**src/rtl/dr4_pkg.sv**
```systemverilog
package dr4_pkg;

    typedef struct packed {
        logic hi;
        logic lo;
    } rail_t;

    typedef enum logic [1:0] {
        OP_NOT  = 2'd0,
        OP_AND  = 2'd1,
        OP_OR   = 2'd2,
        OP_JOIN = 2'd3
    } op_e;

    localparam rail_t V_ZERO = '{hi: 1'b0, lo: 1'b1};
    localparam rail_t V_ONE  = '{hi: 1'b1, lo: 1'b0};
    localparam rail_t V_UNK  = '{hi: 1'b0, lo: 1'b0};
    localparam rail_t V_CONF = '{hi: 1'b1, lo: 1'b1};

    function automatic logic is_conflict(rail_t v);
        return v.hi & v.lo;
    endfunction

    function automatic logic is_unknown(rail_t v);
        return ~(v.hi | v.lo);
    endfunction

    function automatic logic is_defined(rail_t v);
        return v.hi ^ v.lo;
    endfunction

endpackage

```
**src/rtl/dr4_lane.sv**
```systemverilog
module dr4_lane
    import dr4_pkg::*;
(
    input  op_e   op,
    input  rail_t a,
    input  rail_t b,
    output rail_t y
);
    rail_t raw;
    logic  force_t;

    always_comb begin
        unique case (op)
            OP_NOT:  raw = '{hi: a.lo,        lo: a.hi};
            OP_AND:  raw = '{hi: a.hi & b.hi, lo: a.lo | b.lo};
            OP_OR:   raw = '{hi: a.hi | b.hi, lo: a.lo & b.lo};
            default: raw = '{hi: a.hi | b.hi, lo: a.lo | b.lo};
        endcase
    end

    // Plain rail algebra lets a zero or one mask a conflict; forbid that.
    assign force_t = is_conflict(a) | ((op != OP_NOT) & is_conflict(b));
    assign y       = force_t ? V_CONF : raw;

    always_comb begin
        if (force_t) begin
            a_r5_conflict_wins: assert (is_conflict(y));
        end
    end

endmodule

```
**src/rtl/dr4_outreg.sv**
```systemverilog
module dr4_outreg #(
    parameter int W = 8
) (
    input  logic         clk,
    input  logic         rst,
    input  logic         load,
    input  logic [W-1:0] d,
    output logic [W-1:0] q,
    output logic         q_valid
);
    always_ff @(posedge clk) begin
        if (rst) begin
            q       <= '0;
            q_valid <= 1'b0;
        end else begin
            q_valid <= load;
            if (load) begin
                q <= d;
            end
        end
    end

    a_r1_reset_clears: assert property (@(posedge clk)
        rst |=> (!q_valid && q == '0));

    a_r8_hold_when_idle: assert property (@(posedge clk) disable iff (rst)
        !load |=> $stable(q));

endmodule

```
**src/rtl/dr4_logic_unit.sv**
```systemverilog
module dr4_logic_unit
    import dr4_pkg::*;
#(
    parameter int LANES = 4
) (
    input  logic               clk,
    input  logic               rst,
    input  logic               in_valid,
    input  logic [1:0]         op,
    input  logic [2*LANES-1:0] a_lanes,
    input  logic [2*LANES-1:0] b_lanes,
    output logic               out_valid,
    output logic [2*LANES-1:0] result,
    output logic [LANES-1:0]   unknown_mask,
    output logic               all_defined
);
    localparam int VW = 2 * LANES;

    op_e              op_q;
    logic [VW-1:0]    next_vec;
    logic [LANES-1:0] lane_def;

    assign op_q = op_e'(op);

    for (genvar i = 0; i < LANES; i++) begin : g_lane
        rail_t la, lb, ly, lr;
        assign la = rail_t'(a_lanes[2*i +: 2]);
        assign lb = rail_t'(b_lanes[2*i +: 2]);

        dr4_lane u_lane (
            .op (op_q),
            .a  (la),
            .b  (lb),
            .y  (ly)
        );

        assign next_vec[2*i +: 2] = ly;
        assign lr                 = rail_t'(result[2*i +: 2]);
        assign unknown_mask[i]    = is_unknown(lr);
        assign lane_def[i]        = is_defined(lr);
    end

    assign all_defined = &lane_def;

    dr4_outreg #(.W(VW)) u_reg (
        .clk     (clk),
        .rst     (rst),
        .load    (in_valid),
        .d       (next_vec),
        .q       (result),
        .q_valid (out_valid)
    );

    a_r7_valid_follows: assert property (@(posedge clk) disable iff (rst)
        in_valid |=> out_valid);

    a_r7_valid_drops: assert property (@(posedge clk) disable iff (rst)
        !in_valid |=> !out_valid);

    a_r10_defined_has_no_x: assert property (@(posedge clk) disable iff (rst)
        all_defined |-> (unknown_mask == '0));

endmodule

```
**config.mk**
```make
export PLATFORM = sky130hd
export DESIGN_NAME = dr4_logic_unit
export DESIGN_NICKNAME = d
export VERILOG_FILES = /design/src/rtl/dr4_pkg.sv /design/src/rtl/dr4_lane.sv /design/src/rtl/dr4_outreg.sv /design/src/rtl/dr4_logic_unit.sv
export SDC_FILE = /design/constraint.sdc
export NUM_CORES = 1
export LEC_CHECK = 0
export ABC_AREA = 1
export BUFFER_PORTS_ARGS = -buffer_cell sky130_fd_sc_hd__buf_2
export CORE_MARGIN = 3
export CORE_UTILIZATION = 45
export DETAILED_ROUTE_END_ITERATION = 12
export PLACE_DENSITY = 0.9
export SETUP_SLACK_MARGIN = 0.4
export SLEW_MARGIN = 0
export SYNTH_ARGS = -nofsm -noshare
export SYNTH_HDL_FRONTEND = slang
export SYNTH_SLANG_ARGS = --single-unit
```
**constraint.sdc**
```tcl
create_clock -name clk -period 2.05 [get_ports clk]
set_input_delay 0.205 -clock clk [delete_from_list [all_inputs] [get_ports clk]]
set_output_delay 0.205 -clock clk [all_outputs]
set_load 0.02 [all_outputs]
```
==> impl_metrics.toml <==
[cts]
cts_tree = "done"
postCtsSetupRepairBufs = 0
cts_sinks = 9
cts.clk_slew.worst_paths_ps = 50
clockBufferDepth = 2
ctsHoldBuffers = 0
htreeDepth = 1
cts_root_buffer = "clkbuf_4"
cts_buffers = 3
clk_latency_ps = 250
cts_resized = 0

[timing]
setup-violations-final = 0
skew_ps = 0
period_minus_slack_ps = 1420
post-route-period-util = 0.693
finalHoldViolCount = 0
setup_tns_ps = 0
tightest_slew_ps = 465
slew_headroom = 0.690
grt_setup_unrepaired = "no"
worst_slack_ps = 629
drv_slew = 0
fmax_mhz = 704

[synthesis]
yosysMostFrequentCell = "nand2_1"
ys.flop_type = "dfxtp_1"
synth.distinct_cells = 11
synth_top_area_cell = "dfxtp_1"
yosys_warnings = 0
synthTopCellsByArea = "dfxtp_1 27%, nand2_1 17%, o21ai_0 13%"
ys_seq_elements = 9
synth-edff-count = 0
syn_area_per_cell_um2 = 5.80
synth_cells = 117
synth_seq_area_share = 0.266
ys_top_cells_by_count = "30 x nand2_1, 20 x inv_1, 20 x nor2_1"
syn-cell-area_um2 = 678
netlist.area_leader.share = 0.266
synth_nets = 142
async_reset_ff_frac = 0

[pwr]
power_frac_seq = 0.401
p_sw_w = 0.000168
power_frac_comb = 0.337
swShare = 0.340
p_int_w = 0.000326
leakagePower_nw = 0.508
irDropWorstVdd_uv = 236
powerDensity_nw_per_um2 = 560
clkPwrFrac = 0.262

[placed_design]
placedCellCount = 165
numPortBuffers = 34
place_congestion = 0.981
dp_slack_ps = 801
dp_hpwl_mm = 1.36

[detailed_routing]
routed_via_density = 5.04
drc = 0
vias = 852
drtAntennaViolNets = 0
drt-total-wl_mm = 1.65
dr.pass1.iters = 4
drt-wirelength-per-cell_um = 9.78
drtIter0Drc = 24

[finish]
drive_above_1_share = 0.260
stdcell_count = 169
diodes = 0
fin_nets = 180
area_growth_pct = 30.1

[global_route]
grt_pass1_wl_mm = 2.56
grt_overflow_total = 0
grt_max_degree = 13
grt_pass1_vias = 662
antenna_found_initial = 0
grt_use_total = 0.173

[setup_path]
cp.required_ps = 1850
end_kind = "primary output"
r2r_slack_ps = 1400
cp-start-kind = "flip-flop"
path_max_fanout = 3
crit_type = "flip-flop to primary output"
cp.arrival_ps = 1220

[run_status]
status = "finished, final reports clean"

[floorplan]
pin_count = 35
dieArea_um2 = 2010
rows = 13
dieHeight_um = 44.8
core_area_um2 = 1350
initial_utilization = 0.502
dieWidth_um = 44.8

[job]
cap_violations = 0

[min_path]
min_path_type = "primary input to flip-flop"
logic make-up after synthesis:
group	after synthesis	synth area share
compound gates	24	0.188
fa+ha+maj	4	0.0738
buf+inv	21	0.127
flops	9	0.266
simple gates	59	0.345
stage by stage:
step | utilization | total power [W] | hold slack, ps | cell area (um2)
floorplan | - | 0.000307 | 277 | 678
global placement | 0.634 | 0.000364 | 380 | 856
detailed placement | 0.634 | 0.000369 | 395 | 856
CTS | 0.653 | 0.000502 | 118 | 882
global route | 0.653 | 0.000536 | 112 | 882
finish | 0.653 | 0.000494 | 127 | 882
layout by cell type, fill, tap and decap left out:
cell type and instances:
a21oi_1 4, buf_2 34, clkbuf_1 1, clkbuf_4 3
dfxtp_1 9, ha_1 4, inv_1 20, nand2_1 30
nand3_1 8, nor2_1 20, nor2_2 1, o21ai_0 18
o21ai_2 2
power by group through the flow:
stage	clock (W)	combinational (W)	sequential (W)
global placement	0	0.000163	0.000201
finish	0.000129	0.000166	0.000198
CTS	0.000137	0.000168	0.000198
floorplan	0	0.0000878	0.000219
detailed placement	0	0.000167	0.000202
global route	0.000147	0.000188	0.000200
registers in the layout, indices dropped and copies added (netlist names):
| name | cells |
|---|---|
| u_reg.q | 8 |
| u_reg.q_valid | 1 |
cell type report:
cell class / instances / area (um2)
clock buffer: 4 / 26.3
fill: 132 / 468
inverter: 20 / 75.1
multi-input combinational: 87 / 412
sequential: 9 / 180
tap: 15 / 18.8
timing repair buffer: 34 / 170
routing by layer:
metal,routed length [um],up-vias,GRT usage
met5,0,-,0
met4,25,0,0.0760
met3,177,3,0.0518
met2,775,41,0.281
met1,674,364,0.209
li1,-,444,-
path summary, 6_finish.rpt:
check                           startpoint       endpoint  depth (start not counted)
worst max-delay path            u_reg.q[2]    all_defined                          5
worst min-delay path                   rst  u_reg.q_valid                          2
worst max register to register  u_reg.q[7]     u_reg.q[7]                          2
worst min register to register  u_reg.q[3]     u_reg.q[3]                          2
critical path, cell delays in order (launching register included):
cell and delay (ps):
dfxtp_1 340, inv_1 50, ha_1 270, nand2_1 50, nor2_1 90, buf_2 160
(Power assumes the default switching activity.)
